--- config.mk ---
export PLATFORM = sky130hd
export DESIGN_NAME = pwm_reload_ctrl
export DESIGN_NICKNAME = d
export VERILOG_FILES = /design/src/rtl/pwm_reload_pkg.sv /design/src/rtl/pwm_reload_ctrl_regs.sv /design/src/rtl/pwm_reload_dp.sv /design/src/rtl/pwm_reload_ctrl.sv
export SDC_FILE = /design/constraint.sdc
export NUM_CORES = 1
export LEC_CHECK = 0
export CELL_PAD_IN_SITES_DETAIL_PLACEMENT = 1
export CELL_PAD_IN_SITES_GLOBAL_PLACEMENT = 1
export CORE_ASPECT_RATIO = 1.4
export CORE_MARGIN = 2
export CORE_UTILIZATION = 25
export CTS_BUF_LIST = sky130_fd_sc_hd__clkbuf_4
export CTS_CLUSTER_SIZE = 10
export DETAILED_ROUTE_END_ITERATION = 10
export PLACE_DENSITY = 0.5
export SLEW_MARGIN = 0
export SYNTH_ARGS = -nofsm -noshare
export SYNTH_HDL_FRONTEND = slang
export SYNTH_HIERARCHICAL = 1
export SYNTH_SLANG_ARGS = --single-unit
--- constraint.sdc ---
create_clock -name clk -period 13.7 [get_ports clk]
set_input_delay 3.425 -clock clk [delete_from_list [all_inputs] [get_ports clk]]
set_output_delay 3.425 -clock clk [all_outputs]
set_load 0.02 [all_outputs]
--- src/rtl/pwm_reload_pkg.sv ---
package pwm_reload_pkg;
  // register addresses
  localparam int ADR_CTRL  = 0;
  localparam int ADR_CFG   = 1;
  localparam int ADR_MOD   = 2;
  localparam int ADR_DUTY0 = 3;
  // control register bit positions
  localparam int B_RUN  = 0;
  localparam int B_LOAD = 1;
  localparam int B_IRQ  = 2;
  localparam int B_HOLD = 3;
  localparam int B_FLAG = 7;
  // configuration field widths
  localparam int PRE_W = 2;
  localparam int RLD_W = 3;
  localparam int CFG_W = PRE_W + RLD_W + 1;

  typedef struct packed {
    logic runEn;     // generator may count
    logic startStb;  // enable just rose: restart counters
    logic loadStb;   // copy buffers into active registers
  } dpCmd_t;
endpackage

--- src/rtl/pwm_reload_ctrl_regs.sv ---
module pwm_reload_ctrl_regs
  import pwm_reload_pkg::*;
#(
  parameter int DATA_W   = 8,
  parameter int CH_COUNT = 2,
  parameter int ADDR_W   = 3
) (
  input  logic                             clk,
  input  logic                             rstN,
  input  logic [ADDR_W-1:0]                addr,
  input  logic                             wrEn,
  input  logic [DATA_W-1:0]                wrData,
  input  logic                             rdEn,
  output logic [DATA_W-1:0]                rdData,
  input  logic                             cycleEnd,
  output dpCmd_t                           cmd,
  output logic [DATA_W-1:0]                bufMod,
  output logic [PRE_W-1:0]                 bufPre,
  output logic [CH_COUNT-1:0][DATA_W-1:0]  bufDuty,
  output logic [RLD_W-1:0]                 rldField,
  output logic                             centerMode,
  output logic                             runEn,
  output logic                             loadOk,
  output logic                             irqEn,
  output logic                             pinHold,
  output logic                             reloadFlag,
  output logic                             reloadEvt,
  output logic                             irq
);
  logic             runEnD;
  logic             clrArmed;
  logic [CFG_W-1:0] cfgReg;
  logic             startStb;
  logic             ctrlWr;
  logic             ctrlRd;

  assign ctrlWr    = wrEn && (int'(addr) == ADR_CTRL);
  assign ctrlRd    = rdEn && (int'(addr) == ADR_CTRL);
  assign startStb  = runEn && !runEnD;
  assign reloadEvt = startStb || cycleEnd;

  assign bufPre     = cfgReg[PRE_W-1:0];
  assign rldField   = cfgReg[PRE_W +: RLD_W];
  assign centerMode = cfgReg[CFG_W-1];

  assign cmd.runEn    = runEn;
  assign cmd.startStb = startStb;
  assign cmd.loadStb  = reloadEvt && loadOk;

  assign irq = reloadFlag && irqEn;

  always_ff @(posedge clk) begin
    if (!rstN) begin
      runEn      <= 1'b0;
      runEnD     <= 1'b0;
      irqEn      <= 1'b0;
      pinHold    <= 1'b0;
      loadOk     <= 1'b0;
      reloadFlag <= 1'b0;
      clrArmed   <= 1'b0;
    end else begin
      runEnD <= runEn;
      if (ctrlWr) begin
        runEn   <= wrData[B_RUN];
        irqEn   <= wrData[B_IRQ];
        pinHold <= wrData[B_HOLD];
      end
      // a transfer consumes load-enable; otherwise software owns it
      if (reloadEvt && loadOk)
        loadOk <= 1'b0;
      else if (ctrlWr)
        loadOk <= wrData[B_LOAD];
      // reload beats a clearing write in the same cycle
      if (reloadEvt)
        reloadFlag <= 1'b1;
      else if (ctrlWr && !wrData[B_FLAG] && clrArmed)
        reloadFlag <= 1'b0;
      // the clear is armed by a read that saw the flag set
      if (reloadEvt || ctrlWr)
        clrArmed <= 1'b0;
      else if (ctrlRd && reloadFlag)
        clrArmed <= 1'b1;
    end
  end

  always_ff @(posedge clk) begin
    if (!rstN) begin
      cfgReg  <= '0;
      bufMod  <= '0;
      bufDuty <= '0;
    end else if (wrEn) begin
      if (int'(addr) == ADR_CFG) cfgReg <= wrData[CFG_W-1:0];
      if (int'(addr) == ADR_MOD) bufMod <= wrData;
      for (int i = 0; i < CH_COUNT; i++)
        if (int'(addr) == ADR_DUTY0 + i) bufDuty[i] <= wrData;
    end
  end

  always_comb begin
    rdData = '0;
    if (int'(addr) == ADR_CTRL) begin
      rdData[B_RUN]  = runEn;
      rdData[B_LOAD] = loadOk;
      rdData[B_IRQ]  = irqEn;
      rdData[B_HOLD] = pinHold;
      rdData[B_FLAG] = reloadFlag;
    end else if (int'(addr) == ADR_CFG) begin
      rdData[CFG_W-1:0] = cfgReg;
    end else if (int'(addr) == ADR_MOD) begin
      rdData = bufMod;
    end else begin
      for (int i = 0; i < CH_COUNT; i++)
        if (int'(addr) == ADR_DUTY0 + i) rdData = bufDuty[i];
    end
  end
endmodule

--- src/rtl/pwm_reload_dp.sv ---
module pwm_reload_dp
  import pwm_reload_pkg::*;
#(
  parameter int DATA_W   = 8,
  parameter int CH_COUNT = 2
) (
  input  logic                             clk,
  input  logic                             rstN,
  input  dpCmd_t                           cmd,
  input  logic [DATA_W-1:0]                bufMod,
  input  logic [PRE_W-1:0]                 bufPre,
  input  logic [CH_COUNT-1:0][DATA_W-1:0]  bufDuty,
  input  logic [RLD_W-1:0]                 rldField,
  input  logic                             centerMode,
  output logic                             cycleEnd,
  output logic [DATA_W-1:0]                modAct,
  output logic [CH_COUNT-1:0]              pwmRaw
);
  localparam int PRE_CNT_W = (2 ** PRE_W) - 1;  // enough for the largest ratio
  localparam int PH_W      = DATA_W + 1;        // centre mode doubles the range

  logic [PRE_W-1:0]                 preAct;
  logic [CH_COUNT-1:0][DATA_W-1:0]  dutyAct;
  logic [PRE_CNT_W-1:0]             preCnt;
  logic [PRE_CNT_W-1:0]             ratioM1;
  logic [PH_W-1:0]                  phase;
  logic [PH_W-1:0]                  effMod;
  logic [PH_W-1:0]                  lastPhase;
  logic [PH_W-1:0]                  cmpVal;
  logic [RLD_W-1:0]                 perCnt;
  logic                             tick;
  logic                             periodEnd;

  assign effMod    = (modAct == '0) ? PH_W'(1) : {1'b0, modAct};
  assign lastPhase = centerMode ? ((effMod << 1) - PH_W'(1)) : (effMod - PH_W'(1));
  assign ratioM1   = PRE_CNT_W'((1 << preAct) - 1);
  assign tick      = cmd.runEn && !cmd.startStb && (preCnt >= ratioM1);
  assign periodEnd = tick && (phase >= lastPhase);
  assign cycleEnd  = periodEnd && (perCnt >= rldField);
  // centre mode folds the second half back down
  assign cmpVal    = (centerMode && (phase >= effMod)) ? (lastPhase - phase) : phase;

  always_ff @(posedge clk) begin
    if (!rstN) begin
      preCnt <= '0;
      phase  <= '0;
      perCnt <= '0;
    end else if (!cmd.runEn || cmd.startStb) begin
      preCnt <= '0;
      phase  <= '0;
      perCnt <= '0;
    end else if (tick) begin
      preCnt <= '0;
      if (periodEnd) begin
        phase  <= '0;
        perCnt <= cycleEnd ? '0 : perCnt + RLD_W'(1);
      end else begin
        phase <= phase + PH_W'(1);
      end
    end else begin
      preCnt <= preCnt + PRE_CNT_W'(1);
    end
  end

  always_ff @(posedge clk) begin
    if (!rstN) begin
      modAct  <= '0;
      preAct  <= '0;
      dutyAct <= '0;
    end else if (cmd.loadStb) begin
      modAct  <= bufMod;
      preAct  <= bufPre;
      dutyAct <= bufDuty;
    end
  end

  for (genvar g = 0; g < CH_COUNT; g++) begin : g_cmp
    logic dutyZero;
    logic dutyFull;
    assign dutyZero  = (dutyAct[g] == '0);
    assign dutyFull  = ({1'b0, dutyAct[g]} >= effMod);
    assign pwmRaw[g] = cmd.runEn && !dutyZero && (dutyFull || (cmpVal < {1'b0, dutyAct[g]}));
  end
endmodule

--- src/rtl/pwm_reload_ctrl.sv ---
module pwm_reload_ctrl
  import pwm_reload_pkg::*;
#(
  parameter  int DATA_W   = 8,
  parameter  int CH_COUNT = 2,
  localparam int ADDR_W   = $clog2(ADR_DUTY0 + CH_COUNT)
) (
  input  logic                 clk,
  input  logic                 rstN,
  input  logic [ADDR_W-1:0]    addr,
  input  logic                 wrEn,
  input  logic [DATA_W-1:0]    wrData,
  input  logic                 rdEn,
  output logic [DATA_W-1:0]    rdData,
  output logic [CH_COUNT-1:0]  pwmOut,
  output logic [CH_COUNT-1:0]  pwmOutEn,
  output logic                 irq
);
  dpCmd_t                           cmd;
  logic [DATA_W-1:0]                bufMod;
  logic [PRE_W-1:0]                 bufPre;
  logic [CH_COUNT-1:0][DATA_W-1:0]  bufDuty;
  logic [RLD_W-1:0]                 rldField;
  logic                             centerMode;
  logic                             cycleEnd;
  logic [DATA_W-1:0]                modAct;
  logic                             runEn;
  logic                             loadOk;
  logic                             irqEn;
  logic                             pinHold;
  logic                             reloadFlag;
  logic                             reloadEvt;

  pwm_reload_ctrl_regs #(.DATA_W(DATA_W), .CH_COUNT(CH_COUNT), .ADDR_W(ADDR_W)) u_regs (
    .clk(clk), .rstN(rstN), .addr(addr), .wrEn(wrEn), .wrData(wrData),
    .rdEn(rdEn), .rdData(rdData), .cycleEnd(cycleEnd), .cmd(cmd),
    .bufMod(bufMod), .bufPre(bufPre), .bufDuty(bufDuty), .rldField(rldField),
    .centerMode(centerMode), .runEn(runEn), .loadOk(loadOk), .irqEn(irqEn),
    .pinHold(pinHold), .reloadFlag(reloadFlag), .reloadEvt(reloadEvt), .irq(irq)
  );

  pwm_reload_dp #(.DATA_W(DATA_W), .CH_COUNT(CH_COUNT)) u_dp (
    .clk(clk), .rstN(rstN), .cmd(cmd), .bufMod(bufMod), .bufPre(bufPre),
    .bufDuty(bufDuty), .rldField(rldField), .centerMode(centerMode),
    .cycleEnd(cycleEnd), .modAct(modAct), .pwmRaw(pwmOut)
  );

  assign pwmOutEn = {CH_COUNT{runEn || pinHold}};
endmodule

==> results.yml, run 1 <==
floorplanning:
  initial_core_util_pct: 25.4
  die-area_sq_um: 22600
  fp.dieW_um: 128
  die_h_um: 177
  fp-row-count: 63
  core_area_sq_um: 21100
  ios: 28
drt:
  viasPerCell: 4.99
  remaining_drc_errors: 0
  drtIter0Drc: 161
  totalWireLength_um: 16600
  dr_total_vias: 4549
  postRouteAntennaNets: 0
  first_pass_iters: 4
  wl_per_cell_um: 18.2
sta:
  finalSetupTns_ns: 0
  rsz0062_at_grt: "no"
  tightest_slew_ns: 1.02
  clock.fmax_mhz: 105
  skew_ns: 0.0208
  setup_viol: 0
  period_minus_slack_ns: 9.55
  setup_ws_ns: 4.15
  slew_headroom_pct: 31.6
  fin_crit_sh_pct: 69.7
  final_hold_viol_count: 0
  final_max_slew_viol_count: 0
yosys:
  syn_inst: 630
  synth_top_cells_by_count: "dfxtp_1, mux2i_1, ha_1"
  syn_nets: 703
  async_flop_share_pct: 0
  yosysSeqAreaShare_pct: 29.1
  ys_seq_elements: 78
  ys.flop_type: "dfxtp_1"
  syn-mean-instance-area_sq_um: 8.51
  synth_top_cell_by_area: "dfxtp_1"
  netlist_area_sq_um: 5360
  synth_warnings: 6
  synth_most_common_cell: "dfxtp_1"
  synth_top_area_share_pct: 29.1
  ys_types: 62
  synth_edf_count: 0
  ys_top_cells_by_area: "dfxtp_1, ha_1, mux2i_1, nor2_1, nor2b_1"
critical_path:
  slowest_delay_ns: 0.65
  critical_path_required_ns: 10.27
  startpoint: "u_dp/modAct[7]$_SDFFE_PN0P_"
  reg2reg_depth: 17
  cp_num_buf_inv: 1
  critPathTopFamily: "compound AO/OA/AOI/OAI gates"
  worstSetupPathType: "flop to primary output"
  critPathArrivalTime_ns: 6.13
  end_kind: "primary output"
  path_common_cell: "o21ai_0"
  reg2reg_from: "u_dp/modAct[2]$_SDFFE_PN0P_"
  cp.depth: 21
  path_max_fanout: 7
  cp_cell_sequence: "nor4_1 -> a21oi_1 -> ha_1 -> xor2_1 -> nand2_1 -> o21ai_0 -> ha_1 -> nor2b_1 -> o31a_1 -> o21ai_0 -> nand2b_1 -> xnor2_1 -> o21ai_0 -> ha_1 -> and3_1 -> a221oi_1 -> o21ai_0 -> nor4_1 -> a211oi_1 -> o22ai_1 -> clkdlybuf4s50_1"
  cp_slowest_cell: "clkdlybuf4s50_1"
  start_kind: "flop"
power:
  finalPower_mw: 0.414
  p_per_area_nw_per_um2: 69.1
  intPower_mw: 0.303
  p_seq_share_pct: 56.0
  switching_share_pct: 26.9
  ir_worst_vdd_mv: 0.0358
  p_comb_share_pct: 8.1
  clkPwrFrac_pct: 35.9
  p_leak_nw: 2.13
  switching_power_mw: 0.112
clocking:
  path_clk_slew_ns: 0.14
  cts.sinks: 78
  clock_latency_ns: 0.43
  cts_buffers: 9
  cts_buffer_depth: 2
  cts-root-buf: "clkbuf_4"
  cts_hold_buf: 0
  cts_tree: "yes"
  cts_setup_buffers: 0
  h-tree-depth: 3
  cts_resized: 0
min_path:
  min_path_type: "flop to flop"
  min_from: "u_dp/preCnt[0]$_SDFF_PP0_"
  hold_depth: 1
finish:
  area_delta_synth_final_pct: 11.8
  regArea_sq_um: 1560
  multi_input_area_sq_um: 3480
  finalNetCount: 719
  post-route-util_pct: 28.4
  fillers: 2532
  post-route-cell-area_sq_um: 5990
  layout-drive-gt1-share_pct: 5.84
grt:
  antenna_found_initial: 1
  grt_first_pass_wirelength_um: 26500
  grt_max_degree: 36
  grt_usage_pct: 15.2
  gr-total-overflow: 0
  grt_pass1_vias: 4829
place:
  portBuffers: 27
  dp_hpwl_um: 13400
  routabilityCongestion: 0.807
  place_area_sq_um: 5840
  dpl_worst_slack_ns: 4.31
status:
  outcome: "finished clean"
job:
  maxCapViolations: 0
-- layer usage --
metal  part of all wire, %  GRT usage (%)  wire length, um
met5                     0              0                0
met4                   2.7           5.40              447
met3                   1.7           1.93              287
met2                    53           29.1             8760
met1                    43           16.9             7090
-- worst reg2reg max path, delay by kind of cell, from the launching register on --
family,cells,cell delay [ns]
compound gates,7,1.68
fa+ha+maj,2,0.68
buf+inv,1,0.41
flops,1,0.48
mux,1,0.28
simple gates,6,0.75
-- path summary, 6_finish.rpt --
check / to / slack [ns]
max: pwmOut[1] / 4.15
max reg2reg: u_dp/modAct[4]$_SDFFE_PN0P_ / 9.33
min reg2reg: u_dp/preCnt[0]$_SDFF_PP0_ / 0.46
min: u_dp/preCnt[0]$_SDFF_PP0_ / 0.46
-- final cells by class --
type / count / area share [%]
well taps: 260 / 5.43
clock inverters: 6 / 1.17
multi-input cells: 480 / 58.1
diodes: 1 / 0.0418
clock buffers: 10 / 1.25
inverters: 45 / 2.82
flip-flops and latches: 78 / 26.1
repair buffers: 32 / 5.14
-- cell usage in the layout (no fill, tap or decap), types with 3 or more instances in the layout --
cell type,count
buf_4,5
o31ai_1,3
a211oi_1,6
clkbuf_4,10
o22ai_1,3
mux2i_1,58
inv_1,42
nand3b_1,4
nand2_1,51
nor4_1,5
nor3_1,10
mux2_2,4
a21oi_1,36
and3_1,5
clkinv_1,3
clkdlybuf4s50_1,27
and4bb_2,3
and2_1,4
o21ai_0,29
clkinvlp_4,3
nor2b_1,31
nor3b_1,3
ha_1,57
o21a_1,12
nand4_1,10
a21o_1,10
nand2b_1,9
a22oi_1,3
xnor2_1,13
a31oi_1,3
a211o_1,5
nor2_1,54
nand3_1,13
dfxtp_1,78
-- registers in the layout, indices dropped and copies added (netlist names) --
name               flops
u_regs/bufMod          8
u_dp/modAct            8
u_regs/reloadFlag      1
u_regs/irqEn           1
u_regs/pinHold         1
u_dp/preAct            2
u_regs/bufDuty        16
u_regs/clrArmed        1
u_regs/cfgReg          6
u_dp/perCnt            3
u_dp/phase             9
u_dp/dutyAct          16
u_dp/preCnt            3
u_regs/loadOk          1
u_regs/runEn           1
u_regs/runEnD          1
-- metrics by stage --
stage	hold slack (ns)	cells
2_1_floorplan	0.417	630
3_3_place_gp	0.430	895
3_5_place_dp	0.444	895
4_1_cts	0.468	911
5_1_grt	0.485	912
6_report	0.464	912
-- kinds of logic (layout without fill, tap and decap cells) --
kind of cell	count (synthesis)	after routing	share of synthesized area (%)
flip-flops	78	78	29.1
buffers and inverters	72	93	5.95
XOR/XNOR	15	15	2.45
other	0	1	0
AND/OR/NAND/NOR	218	218	21.5
multiplexers	63	63	12.1
AO/OA/AOI/OAI	126	126	15.2
adder cells (fa/ha/maj)	58	58	13.7
-- power by group through the flow --
| stage | Sequential (mW) | Clock (mW) | Combinational (mW) |
|---|---|---|---|
| floorplan | 0.235 | 0 | 0.0214 |
| global placement | 0.237 | 0 | 0.0329 |
| detailed placement | 0.237 | 0 | 0.0337 |
| CTS | 0.232 | 0.157 | 0.0339 |
| global route | 0.233 | 0.167 | 0.0363 |
| finish | 0.232 | 0.149 | 0.0334 |
Power figures use the tool's default switching activity.
==> run 2, diff against run 1 <==
--- a/config.mk
+++ b/config.mk
@@ -13,7 +13,7 @@
 export CTS_BUF_LIST = sky130_fd_sc_hd__clkbuf_4
 export CTS_CLUSTER_SIZE = 10
 export DETAILED_ROUTE_END_ITERATION = 10
-export PLACE_DENSITY = 0.5
+export PLACE_DENSITY = 0.51
 export SLEW_MARGIN = 0
 export SYNTH_ARGS = -nofsm -noshare
 export SYNTH_HDL_FRONTEND = slang
==> constraint.sdc (replaced) <==
create_clock -name clk -period 8.36 [get_ports clk]
set_input_delay 2.09 -clock clk [delete_from_list [all_inputs] [get_ports clk]]
set_output_delay 2.09 -clock clk [all_outputs]
set_load 0.02 [all_outputs]
==> run 2 against run 1 <==
  * Count of clock-buffer cells in the layout is 1 lower
  * Sequential share of layout area is 0.071 points lower
  * Global-route usage is 0.18 points higher
  * Die area stayed put
  * Worst hold slack better by 0.0041 ns
  * Clock skew hardly changed
  * Routed wire length is 1.3% higher
  * Final cell count is 0.22% lower
  * Register-to-register slack worse by 5.4 ns
  * Largest power group unchanged
  * Highest routed layer unchanged
==> results.yml, run 2 (synthesized netlist as in run 1, its figures left out) <==
status:
  outcome: "finished clean"
sta:
  slew_headroom_pct: 27.3
  setup_viol: 0
  period_minus_slack_ns: 7.81
  final_max_slew_viol_count: 0
  setup_ws_ns: 0.551
  final_hold_viol_count: 0
  tightest_slew_ns: 1.09
  fin_crit_sh_pct: 93.4
  rsz0062_at_grt: "no"
  skew_ns: 0.0207
  clock.fmax_mhz: 128
  finalSetupTns_ns: 0
floorplanning:
  fp-row-count: 63
  core_area_sq_um: 21100
  die-area_sq_um: 22600
  initial_core_util_pct: 25.4
  ios: 28
  die_h_um: 177
  fp.dieW_um: 128
drt:
  wl_per_cell_um: 18.5
  remaining_drc_errors: 0
  totalWireLength_um: 16800
  dr_total_vias: 4548
  first_pass_iters: 4
  postRouteAntennaNets: 0
  viasPerCell: 5.00
  drtIter0Drc: 191
grt:
  grt_max_degree: 36
  grt_pass1_vias: 4822
  antenna_found_initial: 1
  grt_usage_pct: 15.3
  grt_first_pass_wirelength_um: 26700
  gr-total-overflow: 0
critical_path:
  critPathArrivalTime_ns: 5.72
  path_max_fanout: 7
  start_kind: "flop"
  slowest_delay_ns: 0.65
  cp_num_buf_inv: 1
  critical_path_required_ns: 6.27
  critPathTopFamily: "compound AO/OA/AOI/OAI gates"
  cp_cell_sequence: "nor4_2 -> a21oi_2 -> ha_1 -> xor2_1 -> nand2_1 -> o21ai_0 -> ha_1 -> nor2b_1 -> o31a_1 -> o21ai_0 -> nand2b_1 -> xnor2_1 -> o21ai_1 -> ha_1 -> and3_1 -> a221oi_1 -> o21ai_0 -> nor4_1 -> a211oi_1 -> o22ai_1 -> clkdlybuf4s50_1"
  cp_slowest_cell: "clkdlybuf4s50_1"
  worstSetupPathType: "flop to primary output"
  end_kind: "primary output"
clocking:
  clock_latency_ns: 0.43
  h-tree-depth: 3
  path_clk_slew_ns: 0.15
  cts_setup_buffers: 0
  cts-root-buf: "clkbuf_4"
  cts_tree: "yes"
  cts.sinks: 78
  cts_hold_buf: 0
  cts_buffer_depth: 2
  cts_buffers: 9
finish:
  instances_no_fill: 910
  area_delta_synth_final_pct: 12.1
  regArea_sq_um: 1560
  final_common_cell: "dfxtp_1"
  multi_input_area_sq_um: 3490
  fillers: 2554
  layout-drive-gt1-share_pct: 5.86
  final_cell_mix: "dfxtp_1, mux2i_1, ha_1"
  finalNetCount: 717
  largestRegisters: "u_dp/dutyAct x16, u_regs/bufDuty x16, u_dp/phase x9"
power:
  p_leak_nw: 2.14
  ir_worst_vdd_mv: 0.0594
  p_per_area_nw_per_um2: 117
  finalPower_mw: 0.705
min_path:
  min_path_type: "flop to flop"
place:
  dpl_worst_slack_ns: 0.874
  portBuffers: 27
  routabilityCongestion: 0.867
  dp_hpwl_um: 13500
  dpl.cell_count: 893
job:
  maxCapViolations: 0
[run 2: area by class of cell]
cell class	instances	share of cell area, %
flip-flops and latches	78	26.0
clock buffers	9	1.12
repair buffers	30	4.87
clock inverters	7	1.65
diodes	1	0.0417
multi-input cells	480	58.1
well taps	260	5.42
inverters	45	2.81
[run 2: per-stage QoR]
stage	hold slack [ns]	area, sq um	utilization, %
floorplan	0.417	5360	-
global placement	0.432	5830	27.6
detailed placement	0.447	5830	27.6
CTS	0.476	5990	28.4
global route	0.499	6010	28.4
finish	0.468	6010	28.4
[run 2: worst paths after layout]
| kind | startpoint | cells past startpoint | slack, ns | to |
|---|---|---|---|---|
| setup / recovery | u_dp/modAct[4]$_SDFFE_PN0P_ | 21 | 0.55 | pwmOut[1] |
| hold / removal | u_dp/preCnt[0]$_SDFF_PP0_ | 1 | 0.47 | u_dp/preCnt[0]$_SDFF_PP0_ |
| setup reg to reg | u_dp/modAct[2]$_SDFFE_PN0P_ | 16 | 3.96 | u_dp/dutyAct[1]$_SDFFE_PN0P_ |
| hold reg to reg | u_dp/preCnt[0]$_SDFF_PP0_ | 1 | 0.47 | u_dp/preCnt[0]$_SDFF_PP0_ |
[run 2: where the power goes]
part           total [mW]  internal [mW]  switching [mW]
logic              0.0546         0.0237          0.0310
clock network       0.271          0.122           0.148
registers           0.380          0.376         0.00419
[run 2: per-layer routing]
metal  vias up  track usage [%]  share of wire [%]  routed length [um]
met5         -                0                  0                   0
met4         0             6.36                3.6                 609
met3        30             1.93                2.2                 374
met2        70             28.0                 51                8600
met1      2180             17.9                 43                7220
li1       2268                -                  -                   -
[run 2: worst register-to-register path, delay by kind of cell (launching register included)]
family                   cells  cell delay [ns]
flip-flops                   1             0.49
adder cells (fa/ha/maj)      2             0.72
AND/OR/NAND/NOR              5             0.79
AO/OA/AOI/OAI                7             1.60
buffers and inverters        1             0.42
multiplexers                 1             0.27
[run 2: repair_timing]
action,CTS,global route
hold endpoints to repair,0,0
resized for setup,0,4
endpoints found under the setup margin,0,1
